File: config.mk
export PLATFORM = sky130hd
export DESIGN_NAME = clk_ratio_speed_sel
export DESIGN_NICKNAME = d
export VERILOG_FILES = /design/src/rtl/crs_pkg.sv /design/src/rtl/crs_frame_sync.sv /design/src/rtl/crs_period_meter.sv /design/src/rtl/crs_ratio_class.sv /design/src/rtl/crs_mode_lock.sv /design/src/rtl/clk_ratio_speed_sel.sv
export SDC_FILE = /design/constraint.sdc
export NUM_CORES = 1
export LEC_CHECK = 0
export BUFFER_PORTS_ARGS = -buffer_cell sky130_fd_sc_hd__buf_2
export CORE_ASPECT_RATIO = 1.75
export CORE_MARGIN = 8
export CORE_UTILIZATION = 30
export CTS_CLUSTER_DIAMETER = 80
export DETAILED_ROUTE_END_ITERATION = 8
export HOLD_SLACK_MARGIN = 0.03
export PLACE_DENSITY_LB_ADDON = 0.08
export SYNTH_ARGS = -nofsm -noshare
export SYNTH_HDL_FRONTEND = slang
export SYNTH_SLANG_ARGS = --single-unit
export TNS_END_PERCENT = 100
File: constraint.sdc
create_clock -name clk -period 4.5 [get_ports clk]
set_input_delay 0.45 -clock clk [delete_from_list [all_inputs] [get_ports clk]]
set_output_delay 0.45 -clock clk [all_outputs]
set_load 0.005 [all_outputs]
File: src/rtl/crs_pkg.sv
// Package crs_pkg
// Shared types and the ratio-to-setting mapping for the clock-ratio speed
// selector. Assumes the three nominal ratios are BASE, 2*BASE and 4*BASE.
package crs_pkg;

    typedef enum logic [1:0] {
        SPD_SINGLE = 2'd0,
        SPD_DOUBLE = 2'd1,
        SPD_QUAD   = 2'd2
    } speed_e;

    typedef enum logic [1:0] {
        RAT_X1  = 2'd0,   // BASE (128 by default)
        RAT_X2  = 2'd1,   // 2*BASE
        RAT_X4  = 2'd2,   // 4*BASE
        RAT_BAD = 2'd3
    } ratio_e;

    // Speed mode for a confirmed ratio; pref_dbl breaks the 2*BASE tie.
    function automatic speed_e pick_speed(ratio_e r, logic pref_dbl);
        case (r)
            RAT_X1:  pick_speed = SPD_QUAD;
            RAT_X2:  pick_speed = pref_dbl ? SPD_DOUBLE : SPD_SINGLE;
            default: pick_speed = SPD_SINGLE;
        endcase
    endfunction

    // Divide-by-two select for a confirmed ratio.
    function automatic logic pick_div(ratio_e r, logic pref_dbl);
        case (r)
            RAT_X1:  pick_div = 1'b0;
            RAT_X2:  pick_div = pref_dbl;
            default: pick_div = 1'b1;
        endcase
    endfunction

endpackage

File: src/rtl/crs_frame_sync.sv
// Module crs_frame_sync
// Brings the asynchronous frame clock into the master-clock domain with a
// two-flop synchronizer and emits a one-cycle pulse per rising edge.
// Assumes the frame clock stays high and low for at least two cycles each.
module crs_frame_sync (
    input  logic clk,
    input  logic rst_n,
    input  logic frame_clk,
    output logic rise_pulse
);
    logic meta_q, sync_q, hist_q;

    // Two-flop synchronizer plus one history flop for edge detection.
    always_ff @(posedge clk) begin
        if (!rst_n) begin
            meta_q <= 1'b0;
            sync_q <= 1'b0;
            hist_q <= 1'b0;
        end else begin
            meta_q <= frame_clk;
            sync_q <= meta_q;
            hist_q <= sync_q;
        end
    end

    assign rise_pulse = sync_q & ~hist_q;

    // a synchronized edge can never repeat on the next cycle
    p_edge_single_r9: assert property (@(posedge clk) disable iff (!rst_n)
        rise_pulse |=> !rise_pulse);

endmodule

File: src/rtl/crs_period_meter.sv
// Module crs_period_meter
// Counts master-clock cycles between frame edges. At each edge after the
// first it strobes the count. It reports a stall while the saturating
// counter is at its ceiling. Assumes 4*BASE+TOL fits in CNT_W bits.
module crs_period_meter #(
    parameter int CNT_W = 10
) (
    input  logic             clk,
    input  logic             rst_n,
    input  logic             rise_pulse,
    output logic             meas_valid,
    output logic [CNT_W-1:0] meas_val,
    output logic             stall
);
    localparam logic [CNT_W-1:0] CNT_MAX = {CNT_W{1'b1}};

    logic [CNT_W-1:0] cnt_q;
    logic             primed_q;

    // Saturating cycle counter, restarted at every edge.
    always_ff @(posedge clk) begin
        if (!rst_n)              cnt_q <= '0;
        else if (rise_pulse)     cnt_q <= CNT_W'(1);
        else if (cnt_q != CNT_MAX) cnt_q <= cnt_q + CNT_W'(1);
    end

    // The first edge only primes; later edges capture the period.
    always_ff @(posedge clk) begin
        if (!rst_n) begin
            primed_q   <= 1'b0;
            meas_valid <= 1'b0;
            meas_val   <= '0;
        end else begin
            meas_valid <= rise_pulse & primed_q;
            if (rise_pulse) begin
                primed_q <= 1'b1;
                meas_val <= cnt_q;
            end
        end
    end

    assign stall = (cnt_q == CNT_MAX);

    // measurements are at least two cycles apart
    p_meas_single_r9: assert property (@(posedge clk) disable iff (!rst_n)
        meas_valid |=> !meas_valid);

endmodule

File: src/rtl/crs_ratio_class.sv
// Module crs_ratio_class
// Sorts a measured period into one of three nominal ratios, each accepted
// within +/-TOL cycles, or marks it bad. The windows are built by a generate
// loop. Assumes the windows do not overlap.
module crs_ratio_class
    import crs_pkg::*;
#(
    parameter int CNT_W = 10,
    parameter int BASE  = 128,
    parameter int TOL   = 2
) (
    input  logic [CNT_W-1:0] meas_val,
    output ratio_e           ratio
);
    localparam int NRAT = 3;

    logic [NRAT-1:0] hit;

    for (genvar gi = 0; gi < NRAT; gi++) begin : g_win
        localparam logic [CNT_W-1:0] LO = CNT_W'((BASE << gi) - TOL);
        localparam logic [CNT_W-1:0] HI = CNT_W'((BASE << gi) + TOL);
        assign hit[gi] = (meas_val >= LO) && (meas_val <= HI);
    end

    // One-hot window hits to ratio code.
    always_comb begin
        case (hit)
            3'b001:  ratio = RAT_X1;
            3'b010:  ratio = RAT_X2;
            3'b100:  ratio = RAT_X4;
            default: ratio = RAT_BAD;
        endcase
    end

    // at most one window can match a period
    p_win_onehot_r7: assert property (@(meas_val) $onehot0(hit))
        else $error("overlapping ratio windows");

endmodule

File: src/rtl/crs_mode_lock.sv
// Module crs_mode_lock
// Confirms a ratio over two matching measurements and drives the speed
// mode, divider, lock and unsupported outputs. It holds the last good mode
// through bad periods and stalls.
module crs_mode_lock
    import crs_pkg::*;
(
    input  logic   clk,
    input  logic   rst_n,
    input  logic   meas_valid,
    input  ratio_e ratio,
    input  logic   stall,
    input  logic   prefer_double,
    output speed_e speed_mode,
    output logic   div_half,
    output logic   locked,
    output logic   unsupported
);
    ratio_e prev_q;

    // Lock state machine: confirm, update, or drop on bad input.
    always_ff @(posedge clk) begin
        if (!rst_n) begin
            prev_q      <= RAT_BAD;
            speed_mode  <= SPD_SINGLE;
            div_half    <= 1'b0;
            locked      <= 1'b0;
            unsupported <= 1'b0;
        end else if (meas_valid) begin
            if (ratio == RAT_BAD) begin
                unsupported <= 1'b1;
                locked      <= 1'b0;
                prev_q      <= RAT_BAD;
            end else begin
                unsupported <= 1'b0;
                prev_q      <= ratio;
                if (ratio == prev_q) begin
                    locked     <= 1'b1;
                    speed_mode <= pick_speed(ratio, prefer_double);
                    div_half   <= pick_div(ratio, prefer_double);
                end else begin
                    locked     <= 1'b0;
                end
            end
        end else if (stall) begin
            unsupported <= 1'b1;
            locked      <= 1'b0;
            prev_q      <= RAT_BAD;
        end
    end

    // lock and unsupported are exclusive
    p_lock_excl_r6: assert property (@(posedge clk) disable iff (!rst_n)
        unsupported |-> !locked);
    // speed code 3 never appears
    p_code_legal_r1: assert property (@(posedge clk) disable iff (!rst_n)
        speed_mode != 2'd3);
    // quad speed never has the divider on
    p_quad_div_r2: assert property (@(posedge clk) disable iff (!rst_n)
        (speed_mode == SPD_QUAD) |-> !div_half);
    // mode and divider move only after a measurement
    p_mode_hold_r5: assert property (@(posedge clk) disable iff (!rst_n)
        !$past(meas_valid) |-> ($stable(speed_mode) && $stable(div_half)));
    // lock rises only after a measurement
    p_lock_cause_r9: assert property (@(posedge clk) disable iff (!rst_n)
        $rose(locked) |-> $past(meas_valid));
    // a stall with no measurement raises the flag
    p_stall_flag_r8: assert property (@(posedge clk) disable iff (!rst_n)
        (stall && !meas_valid) |=> unsupported);

endmodule

File: src/rtl/clk_ratio_speed_sel.sv
// Module clk_ratio_speed_sel (top)
// Picks the speed mode and internal divider from the measured master-clock
// to frame-clock ratio. Chain: synchronizer -> period meter -> ratio
// classifier -> lock stage. Assumes the frame clock is driven from outside.
module clk_ratio_speed_sel
    import crs_pkg::*;
#(
    parameter int CNT_W = 10,
    parameter int BASE  = 128,
    parameter int TOL   = 2
) (
    input  logic       clk,
    input  logic       rst_n,
    input  logic       frame_clk,
    input  logic       prefer_double,
    output logic [1:0] speed_mode,
    output logic       div_half,
    output logic       locked,
    output logic       unsupported
);
    logic             rise_pulse;
    logic             meas_valid;
    logic [CNT_W-1:0] meas_val;
    logic             stall;
    ratio_e           ratio;
    speed_e           speed_q;

    crs_frame_sync u_sync (
        .clk        (clk),
        .rst_n      (rst_n),
        .frame_clk  (frame_clk),
        .rise_pulse (rise_pulse)
    );

    crs_period_meter #(.CNT_W(CNT_W)) u_meter (
        .clk        (clk),
        .rst_n      (rst_n),
        .rise_pulse (rise_pulse),
        .meas_valid (meas_valid),
        .meas_val   (meas_val),
        .stall      (stall)
    );

    crs_ratio_class #(.CNT_W(CNT_W), .BASE(BASE), .TOL(TOL)) u_class (
        .meas_val (meas_val),
        .ratio    (ratio)
    );

    crs_mode_lock u_lock (
        .clk           (clk),
        .rst_n         (rst_n),
        .meas_valid    (meas_valid),
        .ratio         (ratio),
        .stall         (stall),
        .prefer_double (prefer_double),
        .speed_mode    (speed_q),
        .div_half      (div_half),
        .locked        (locked),
        .unsupported   (unsupported)
    );

    assign speed_mode = speed_q;

endmodule

== After elaboration in Yosys (flattened, before gate mapping) ==
Index checks and enable logic that the tools add are counted.

* Register bits after elaboration: 32
* Bits of input ports: 4

* Add/sub/neg operators: 1
* Order comparisons: 6
* Equality and inequality tests: 8
* Multiplexer cells: 16
* Bitwise gates (word level): 5
* Reductions and logical operators: 8

{| class="wikitable"
|+ Operators with widths
! kind !! number
|-
| $add 10x1->10 const B || 1
|-
| $eq 10x10->1 const B || 1
|-
| $ge 10x7->1 const B || 1
|-
| $ge 10x8->1 const B || 1
|-
| $ge 10x9->1 const B || 1
|-
| $le 10x10->1 const B || 1
|-
| $le 10x8->1 const B || 1
|-
| $le 10x9->1 const B || 1
|-
| $mux 1 || 10
|-
| $ne 10x10->1 const B || 1
|-
| $mux 2 || 3
|-
| $pmux 2 s3 || 1
|-
| $pmux 2 s2 || 1
|-
| $reduce_bool 2->1 || 2
|-
| $eq 3x1->1 const B || 1
|-
| $eq 3x2->1 const B || 1
|-
| $eq 3x3->1 const B || 1
|-
| $logic_and 1x1->1 || 3
|-
| $not 1->1 || 3
|-
| $reduce_and 3->1 || 1
|-
| $and 1x1->1 || 2
|-
| $eq 2x1->1 const B || 1
|-
| $eq 2x2->1 || 1
|-
| $eq 2x2->1 const B || 1
|-
| other kinds (3) || 3
|}

== Logic depth before layout (Yosys ltp) ==
Gate-level depths: netlist (run 1).

* Depth after elaboration: 8
* Depth in mapped cells: 7
* Depth with buffers taken out: 6

== By module ==
From an unflattened synthesis (run 1), not the netlist that was laid out.

* Cells, all modules: 165
* Area total of the unflattened synthesis: 1534.0 um2

{| class="wikitable"
|+ By module, submodules not included
! module !! times used !! cells an instance !! area each (um2) !! seq. area each (um2)
|-
| crs_period_meter || 1 || 103 || 970.9 || 440.4
|-
| crs_mode_lock || 1 || 37 || 349.1 || 140.1
|-
| crs_ratio_class || 1 || 18 || 121.4 || 0.0
|-
| crs_frame_sync || 1 || 7 || 92.6 || 60.1
|}

== Worst setup path after synthesis (run 1) ==
Ideal clock, no wire load.

* Path type: register to register
* Start: register u_meter.cnt_q[0]
* End: register u_meter.cnt_q[3]
* Arrival: 1.585 ns
* Slack: 2.794 ns
* Cell stages (with the launch flop): 8
* Path through: dfxtp_1 ha_1 nand3_1 or3_1 clkbuf_1 nand4_1 xor2_1 nor2_1

* Cells in the longest elaborated chain, start to end: 1
* Elaborated cells on any way between the ends: 2
* Classes of those cells: 1 x add/sub; 1 x eq/ne

{| class="wikitable"
|+ RTL lines
! element !! line !! text
|-
| from (decl) || crs_period_meter.sv:17 || <nowiki>logic [CNT_W-1:0] cnt_q;</nowiki>
|-
| from (signal assigned) || crs_period_meter.sv:24 || <nowiki>else if (cnt_q != CNT_MAX) cnt_q <= cnt_q + CNT_W'(1);</nowiki>
|-
| $add 10x1->10 or $ne 10x10->1 (tied branches) || crs_period_meter.sv:24 ||
|}

Parallel ways exist; a longest one is shown, timed or not.
A chain may end at the register's enable or synchronous reset.

== Worst setup path after layout (run 1) ==
* Start: register u_meter.meas_val[7]
* End: register u_lock.speed_mode[0]

* Cells in the longest elaborated chain, start to end: 7
* Elaborated cells on any way between the ends: 20
* Classes of those cells: 6 x order compare; 6 x eq/ne; 2 x mux; 1 x bitwise; 5 x reduce/logical

{| class="wikitable"
|+ RTL lines
! element !! line !! text
|-
| from (decl) || crs_period_meter.sv:12 || <nowiki>output logic [CNT_W-1:0] meas_val,</nowiki>
|-
| from (signal assigned) || crs_period_meter.sv:37 || <nowiki>meas_val <= cnt_q;</nowiki>
|-
| $ge 10x7->1 (tied with other cells) || crs_ratio_class.sv:22 || <nowiki>assign hit[gi] = (meas_val >= LO) && (meas_val <= HI);</nowiki>
|-
| $logic_and 1x1->1 || crs_ratio_class.sv:22 ||
|-
| $eq 3x3->1 (tied with other cells) || crs_ratio_class.sv:27 || <nowiki>case (hit)</nowiki>
|-
| $pmux 2 s3 (*) || crs_ratio_class.sv:27 ||
|-
| $eq 2x2->1 || crs_mode_lock.sv:30 || <nowiki>if (ratio == RAT_BAD) begin</nowiki>
|-
| $not 1->1 (no source line) || n/a ||
|-
| $reduce_and 3->1 (no source line) || n/a ||
|-
| to (signal assigned) || crs_mode_lock.sv:39 || <nowiki>speed_mode <= pick_speed(ratio, prefer_double);</nowiki>
|-
| to (decl) || crs_mode_lock.sv:14 || <nowiki>output speed_e speed_mode,</nowiki>
|}

Every way passes the cells marked *; elsewhere a longest branch is shown, timed or not.

==> metrics.sh, run 1 <==
POST_SYNTH_INST_COUNT=182
PLACEMENT_ROWS=35
MAX_CLOCK_FREQ_GHz=0.476
TOTAL_WIRELENGTH_OF_THE_DETAILED_ROUTED_DESIGN_MM=3.60
MAXCAP_VIOL_COUNT=0
SYNTHESIS.AREA_SQ_UM=1570
ROUTE.DETAILED.WL_PER_INST_MICRONS=14.8
PLACE_AREA_SQ_UM=1610
FINALSETUPTNS_NS=0
AREA_GROWTH_FROM_SYNTHESIS_TO_LAYOUT_PCT=10.7
CRITICAL_PATH.ENDPOINT_TYPE='flip-flop'
SYNTH_EDF_COUNT=0
SYNTH_CELL_TYPES=47
DRT_FIRST_PASS_ITERS=4
WORST_PATH_LARGEST_CELL_DELAY_NS=0.53
TIMING.CRITICAL_PATH.FROM_TYPE='flip-flop'
ROUTED-VIA-COUNT=1285
HORIZONTAL_DIE_DIMENSION_MICRONS=70.6
CLKSINKCOUNT=32
DR.FIRST_ITER.DRC_COUNT=46
POSTCTSSETUPBUFFERS=0
FULL_DIE_AREA_SQ_UM=7880
IO_PINS=9
LAYOUT.CELL_AREA.NON_FILLER_SQ_UM=1730
SEQ_AREA_FRAC_SYNTH_PCT=40.9
TIMING.FINAL.HOLD_VIOLATIONS=0
SETUP_REPAIR_AFTER_GLOBAL_ROUTING_MISSED_ITS_MARGIN='false'
SYNTH_COMPOUND_AREA_SHARE_PCT=19.7
CLK_PATH_BUF_DEPTH=2
SYNTH_TOP_FAMILY_BY_AREA='simple AND/OR/NAND/NOR gates'
START_UTIL_PCT=30.3
POST_SYNTH_XOR_AREA_FRACTION_PCT=2.80
WORST_EP_ARRIVAL_TIME_NS=2.28
POST_CTS_RESIZE_COUNT=0
SLEW_OF_THE_PIN_WITH_THE_LOWEST_SLEW_MARGIN_NS=0.760
CTS_INSERTED_BUFFERS=5
CTS_HOLD_BUF=0
SYNTH.NET_COUNT=187
PERIOD_MINUS_SLACK_NS=2.10
VIAS_PER_CELL=5.29
GRT-OVFL-TOTAL=0
NUMBER_OF_NETS_WITH_ANTENNA_VIOLATIONS_AFTER_DETAILED_ROUTING=0
CORE_REGION_AREA_SQ_UM=5170
TIMING.CLOCK.SKEW_NS=0.00732
GPL.FINAL_WEIGHTED_CONGESTION=0.823
CLOCKROOTBUFFER='sky130_fd_sc_hd__clkbuf_8'
RUN_STATUS='completed'
PWR_DENSITY_CELL_nW_PER_UM2=350
GR-USAGE-ALL-LAYERS_PCT=9.77
ANTENNA_FOUND_INITIAL=0
CTS_MAX_LEVEL=2
MOSTFREQUENTLAYOUTCELLS='sky130_fd_sc_hd__nand2_1, sky130_fd_sc_hd__dfxtp_1, sky130_fd_sc_hd__nor3_1'
CTS.REPORTEDPATHS.CLKPINSLEW_NS=0.07
GRT_START_MAX_NET_PINS=29
FINAL-MAX-SLEW-VIOLATION-COUNT=0
SYNTHARSTFLOPSHARE_PCT=0
YOSYSWARNINGCOUNT=0
DP.FINAL_HPWL_MM=2.74
DRT_DRC_VIOLATIONS_LEFT=0
RELSLEWSLACK_PCT=49.2
SYNTH_AREA_PER_CELL_SQ_UM=8.60
DIE_H_MICRONS=112
MULTIPLEXER_SHARE_OF_THE_SYNTHESIZED_AREA_PCT=1.92
TIMING.CRITICAL_PATH.FANOUT_MAX=11
PATH_CELLS='or2_2 > a2111oi_0 > o31ai_1 > a21bo_1 > a31o_1'
NUMBER_OF_SYNTHESIZED_REGISTER_BITS=32
SYNTHFLOPTYPE='sky130_fd_sc_hd__dfxtp_1'
FINALSETUPVIOLCOUNT=0
TOTAL_LEAKAGE_POWER_nW=0.600
TIMING.CRITICAL_PATH.REQUIRED_NS=4.68
SETUP.WORST_PATH.CLASS='flip-flop to flip-flop'
CLOCK_TREE_FROM_TRITONCTS='yes'
DRIVE_GT1_SHARE_PCT=12.2
VIAS_IN_THE_FIRST_GLOBAL_ROUTE=1157
SYNTHADDERAREAFRAC_PCT=0.799
GRT_FIRST_PASS_WIRELENGTH_MM=6.06
CRITICAL_PATH.SLOWEST_CELL='sky130_fd_sc_hd__a2111oi_0'
SYNTH_SIMPLE_GATE_AREA_SHARE_PCT=28.9
CLK-INSERTION-DELAY-LATE_NS=0.28
NUM_ANTENNA_CELLS=0
DESIGN.FINAL.NETS=192
FINALCRITPERIODSHARE_PCT=46.6
POWER.IR.VDD_WORST_mV=0.160
CRIT_BUF_INV=0
CPLARGESTDELAYFAMILY='compound AO/OA/AOI/OAI gates'
HOLDCRITPATHCLASS='primary input to flip-flop'
PORT_BUFFERS=8
[path summary, 6_finish.rpt]
| check | from | slack [ns] | end | cells past startpoint |
|---|---|---|---|---|
| max reg2reg | u_meter.meas_val[7]$_SDFFE_PN0P_ | 2.40 | u_lock.speed_mode[0]$_SDFFE_PN0P_ | 5 |
| min reg2reg | u_sync.meta_q$_SDFF_PN0_ | 0.44 | u_sync.sync_q$_SDFF_PN0_ | 1 |
| max | u_meter.meas_val[7]$_SDFFE_PN0P_ | 2.40 | u_lock.speed_mode[0]$_SDFFE_PN0P_ | 5 |
| min | frame_clk | 0.37 | u_sync.meta_q$_SDFF_PN0_ | 2 |
[worst register-to-register path, delay by kind of cell, from the launching register on]
kind               cells  cell delay, ns
AOI/OAI and AO/OA      4            1.21
DFF                    1            0.44
and+or+nand+nor        1            0.34
[where the power goes]
| part | internal, mW | total, mW | switching, mW |
|---|---|---|---|
| registers | 0.288 | 0.292 | 0.00391 |
| clock network | 0.195 | 0.297 | 0.102 |
| logic | 0.00720 | 0.0184 | 0.0112 |
[synthesized netlist by cell type (2+ instances only)]
cell type                  number  area, sq um
sky130_fd_sc_hd__o21ai_0        3         15.0
sky130_fd_sc_hd__nand3b_1       2         15.0
sky130_fd_sc_hd__nand2b_1       5         31.3
sky130_fd_sc_hd__a21oi_1        7         35.0
sky130_fd_sc_hd__a21boi_0      10         75.1
sky130_fd_sc_hd__or2_2          2         12.5
sky130_fd_sc_hd__inv_1          3         11.3
sky130_fd_sc_hd__mux2i_1        3         30.0
sky130_fd_sc_hd__buf_6          3         33.8
sky130_fd_sc_hd__nor2_1         9         33.8
sky130_fd_sc_hd__xnor2_1        2         17.5
sky130_fd_sc_hd__a31oi_1        2         12.5
sky130_fd_sc_hd__and2_1         3         18.8
sky130_fd_sc_hd__or3_1          2         12.5
sky130_fd_sc_hd__a21boi_1       2         15.0
sky130_fd_sc_hd__nor4_1         4         25.0
sky130_fd_sc_hd__xor2_1         3         26.3
sky130_fd_sc_hd__buf_4          2         15.0
sky130_fd_sc_hd__nand2_1       32          120
sky130_fd_sc_hd__nand3_1        4         20.0
sky130_fd_sc_hd__dfxtp_1       32          641
sky130_fd_sc_hd__nor4_4         2         42.5
sky130_fd_sc_hd__a211oi_1       2         15.0
sky130_fd_sc_hd__nor2b_1        2         12.5
sky130_fd_sc_hd__clkbuf_1       5         18.8
sky130_fd_sc_hd__a31o_1         2         17.5
sky130_fd_sc_hd__o31ai_1        3         22.5
sky130_fd_sc_hd__nor3_1        11         55.1
sky130_fd_sc_hd__nand4_1        2         12.5
[layout make-up]
cell class / count / area (sq um)
Multi-Input combinational cell: 137 / 846
Clock buffer: 7 / 96.3
Fill cell: 573 / 3430
Clock inverter: 1 / 30.0
Sequential cell: 32 / 641
Tap cell: 55 / 68.8
Inverter: 3 / 11.3
Timing Repair Buffer: 8 / 40.0
[routing by layer]
metal  GRT usage, %  part of all wire (%)  vias up  routed length, microns
li1               -                     -      655                       -
met1           10.4                    41      598                    1470
met2           16.3                    54       23                    1930
met3           2.61                   2.6        9                      95
met4           6.57                   2.8        0                     101
met5              0                     0        -                       0
[cells by family (layout without fill, tap and decap cells)]
group / Yosys count / after routing
adders and majority gates: 1 / 1
muxes: 3 / 3
AOI/OAI and AO/OA: 43 / 43
DFF: 32 / 32
and+or+nand+nor: 85 / 85
buffers and inverters: 13 / 19
xor gates and xnor gates: 5 / 5
[stage by stage]
stage          std cells  utilization, %  worst slack, ns  power [mW]  hold WS, ns
2_1_floorplan        182               -             2.79       0.312        0.412
3_3_place_gp         235            31.1             2.38       0.316        0.417
3_5_place_dp         235            31.1             2.39       0.317        0.421
4_1_cts              243            33.5             2.38       0.619        0.360
5_1_grt              243            33.5             2.24       0.633        0.378
6_report             243            33.5             2.40       0.607        0.371
[sequential cells by signal, indices dropped and copies added (netlist names), 2 cells and up]
register	cells
u_lock.speed_mode	2
u_lock.prev_q	2
u_meter.meas_val	10
u_meter.cnt_q	10
Note: power is estimated with default switching activity, not from simulation.
==> inputs of run 2 (changes only) <==
Clock period 4.5 ns to 2.1 ns, I/O delays scaled along.
==> run 2 against run 1 <==
Effect of this change: total power rose by 120%; clock power rose by 120%; setup slack got worse by 2.2 ns; combinational power rose to 2.5 times the previous value; fmax rose by 12%; final cell count rose by 2.5%; cell area rose by 2.6%.
==> metrics.sh, run 2 (synthesis gave the netlist of run 1 again) <==
FULL_DIE_AREA_SQ_UM=7880
FILL_CELLS=548
TIMING.CRITICAL_PATH.REQUIRED_NS=2.28
DRIVE_GT1_SHARE_PCT=14.9
RELSLEWSLACK_PCT=60.5
GRT_FIRST_PASS_WIRELENGTH_MM=6.31
TIMING.CRITICAL_PATH.FANOUT_MAX=8
CTS_MAX_LEVEL=2
DIE_H_MICRONS=112
HORIZONTAL_DIE_DIMENSION_MICRONS=70.6
CLOCKROOTBUFFER='sky130_fd_sc_hd__clkbuf_8'
CTS.REPORTEDPATHS.CLKPINSLEW_NS=0.07
REG2REG_FROM='u_meter.meas_val[3]$_SDFFE_PN0P_'
TIMING.CRITICAL_PATH.FROM_TYPE='flip-flop'
DRT_DRC_VIOLATIONS_LEFT=0
NUMBER_OF_NETS_WITH_ANTENNA_VIOLATIONS_AFTER_DETAILED_ROUTING=0
SETUP.WORST_PATH.CLASS='flip-flop to flip-flop'
WORST_EP_ARRIVAL_TIME_NS=2.06
FINALSETUPTNS_NS=0
PWR_DENSITY_CELL_nW_PER_UM2=746
CPLARGESTDELAYFAMILY='simple AND/OR/NAND/NOR gates'
ROUTED-VIA-COUNT=1348
FINALCRITPERIODSHARE_PCT=89.2
CRITICAL_PATH.ENDPOINT_TYPE='flip-flop'
ANTENNA_FOUND_INITIAL=0
GPL.FINAL_WEIGHTED_CONGESTION=0.876
IO_PINS=9
VIAS_PER_CELL=5.41
DESIGN.FINAL.NETS=198
CRIT_BUF_INV=0
NUM_ANTENNA_CELLS=0
RRSETUPSLACK_NS=0.23
MAXCAP_VIOL_COUNT=0
PERIOD_MINUS_SLACK_NS=1.87
POWER.IR.VDD_WORST_mV=0.375
MOSTFREQUENTLAYOUTCELLS='sky130_fd_sc_hd__nand2_1, sky130_fd_sc_hd__dfxtp_1, sky130_fd_sc_hd__nor3_1'
CTS_HOLD_BUF=0
ROUTE.DETAILED.WL_PER_INST_MICRONS=15.3
TIMING.CLOCK.SKEW_NS=0.00231
CORE_REGION_AREA_SQ_UM=5170
TOTAL_WIRELENGTH_OF_THE_DETAILED_ROUTED_DESIGN_MM=3.80
FF2FF_PATH_DEPTH=5
PLACE_AREA_SQ_UM=1650
CTS_INSERTED_BUFFERS=5
AREA_GROWTH_FROM_SYNTHESIS_TO_LAYOUT_PCT=13.6
CLOCK_TREE_FROM_TRITONCTS='yes'
RUN_STATUS='completed'
GR-USAGE-ALL-LAYERS_PCT=10.3
CLKSINKCOUNT=32
TIMING.FINAL.HOLD_VIOLATIONS=0
HOLDCRITPATHCLASS='primary input to flip-flop'
WORST_PATH_LARGEST_CELL_DELAY_NS=0.55
DP.FINAL_HPWL_MM=2.85
CLK-INSERTION-DELAY-LATE_NS=0.29
GRT_START_MAX_NET_PINS=29
DR.FIRST_ITER.DRC_COUNT=45
HOLDCRITSTARTPOINT='frame_clk'
REGISTERS_WITH_THE_MOST_FLIP_FLOPS='u_meter.cnt_q (10), u_meter.meas_val (10)'
FINALSETUPVIOLCOUNT=0
PORT_BUFFERS=8
CLK_PATH_BUF_DEPTH=2
CRITICAL_R2R_CAPTURE='u_lock.speed_mode[1]$_SDFFE_PN0P_'
CRITICAL_PATH.SLOWEST_CELL='sky130_fd_sc_hd__or3_1'
LAYOUT.CELL_AREA.NON_FILLER_SQ_UM=1780
SLEW_OF_THE_PIN_WITH_THE_LOWEST_SLEW_MARGIN_NS=0.592
MIN_DELAY_WORST_ENDPOINT='u_sync.meta_q$_SDFF_PN0_'
CRITICAL_PATH_DEPTH=5
GRT-OVFL-TOTAL=0
PATH_CELLS='or3_1 > nor4_4 > o21ai_1 > a21bo_1 > a31o_1'
SETUP_REPAIR_AFTER_GLOBAL_ROUTING_MISSED_ITS_MARGIN='false'
VIAS_IN_THE_FIRST_GLOBAL_ROUTE=1264
WHS_PATH_DEPTH=2
POST_CTS_RESIZE_COUNT=0
DRT_FIRST_PASS_ITERS=5
TOTAL_LEAKAGE_POWER_nW=0.630
POSTCTSSETUPBUFFERS=0
FINAL-MAX-SLEW-VIOLATION-COUNT=0
MAX_CLOCK_FREQ_GHz=0.534
START_UTIL_PCT=30.3
PLACEMENT_ROWS=35
run 2: cell count changes in the layout (fill, tap and decap cells not counted), sizes merged:
cell	change
buf	+6
run 2: cell type report:
cell class	instances	area [sq um]	area share (%)
Clock inverter	1	30.0	1.69
Timing Repair Buffer	14	85.1	4.79
Inverter	3	11.3	0.633
Tap cell	55	68.8	3.87
Clock buffer	7	96.3	5.42
Multi-Input combinational cell	137	846	47.6
Sequential cell	32	641	36.0
run 2: worst max path at each step:
stage                                     startpoint                                 to  slack, ns
floorplan              u_meter.cnt_q[0]$_SDFFE_PN0P_      u_meter.cnt_q[3]$_SDFFE_PP0P_       0.39
global placement    u_meter.meas_val[3]$_SDFFE_PN0P_  u_lock.speed_mode[1]$_SDFFE_PN0P_       0.23
detailed placement  u_meter.meas_val[3]$_SDFFE_PN0P_  u_lock.speed_mode[1]$_SDFFE_PN0P_       0.22
CTS                 u_meter.meas_val[3]$_SDFFE_PN0P_  u_lock.speed_mode[1]$_SDFFE_PN0P_       0.22
global route           u_lock.prev_q[0]$_SDFFE_PN1P_  u_lock.speed_mode[1]$_SDFFE_PN0P_       0.07
finish              u_meter.meas_val[3]$_SDFFE_PN0P_  u_lock.speed_mode[1]$_SDFFE_PN0P_       0.23
run 2: metrics by stage:
stage	hold slack (ns)	std cells	total power [mW]	utilization, %	setup WS (ns)
after floorplan	0.337	182	0.668	-	0.394
after global placement	0.418	241	0.683	32.0	0.233
after detailed placement	0.420	241	0.684	32.0	0.225
after CTS	0.126	249	1.34	34.4	0.220
after global routing	0.132	249	1.37	34.4	0.0667
final	0.128	249	1.33	34.4	0.227
run 2: worst reg2reg max path, stage by stage (launching register included):
cell                      delay (ns)
sky130_fd_sc_hd__dfxtp_1        0.33
sky130_fd_sc_hd__or3_1          0.55
sky130_fd_sc_hd__nor4_4         0.29
sky130_fd_sc_hd__o21ai_1        0.12
sky130_fd_sc_hd__a21bo_1        0.25
sky130_fd_sc_hd__a31o_1         0.23
run 2: power by group:
part	total [mW]	internal, mW	leakage (nW)	switching (mW)
Sequential	0.623	0.616	0.259	0.00738
Combinational	0.0467	0.0195	0.306	0.0272
Clock	0.656	0.419	0.0645	0.237
Total	1.33	1.05	0.630	0.272
run 2: routing by layer:
metal / part of all wire (%) / global-route usage [%]
met5: 0 / 0
met4: 4.2 / 7.13
met3: 2.6 / 2.79
met2: 53 / 17.9
met1: 40 / 10.2
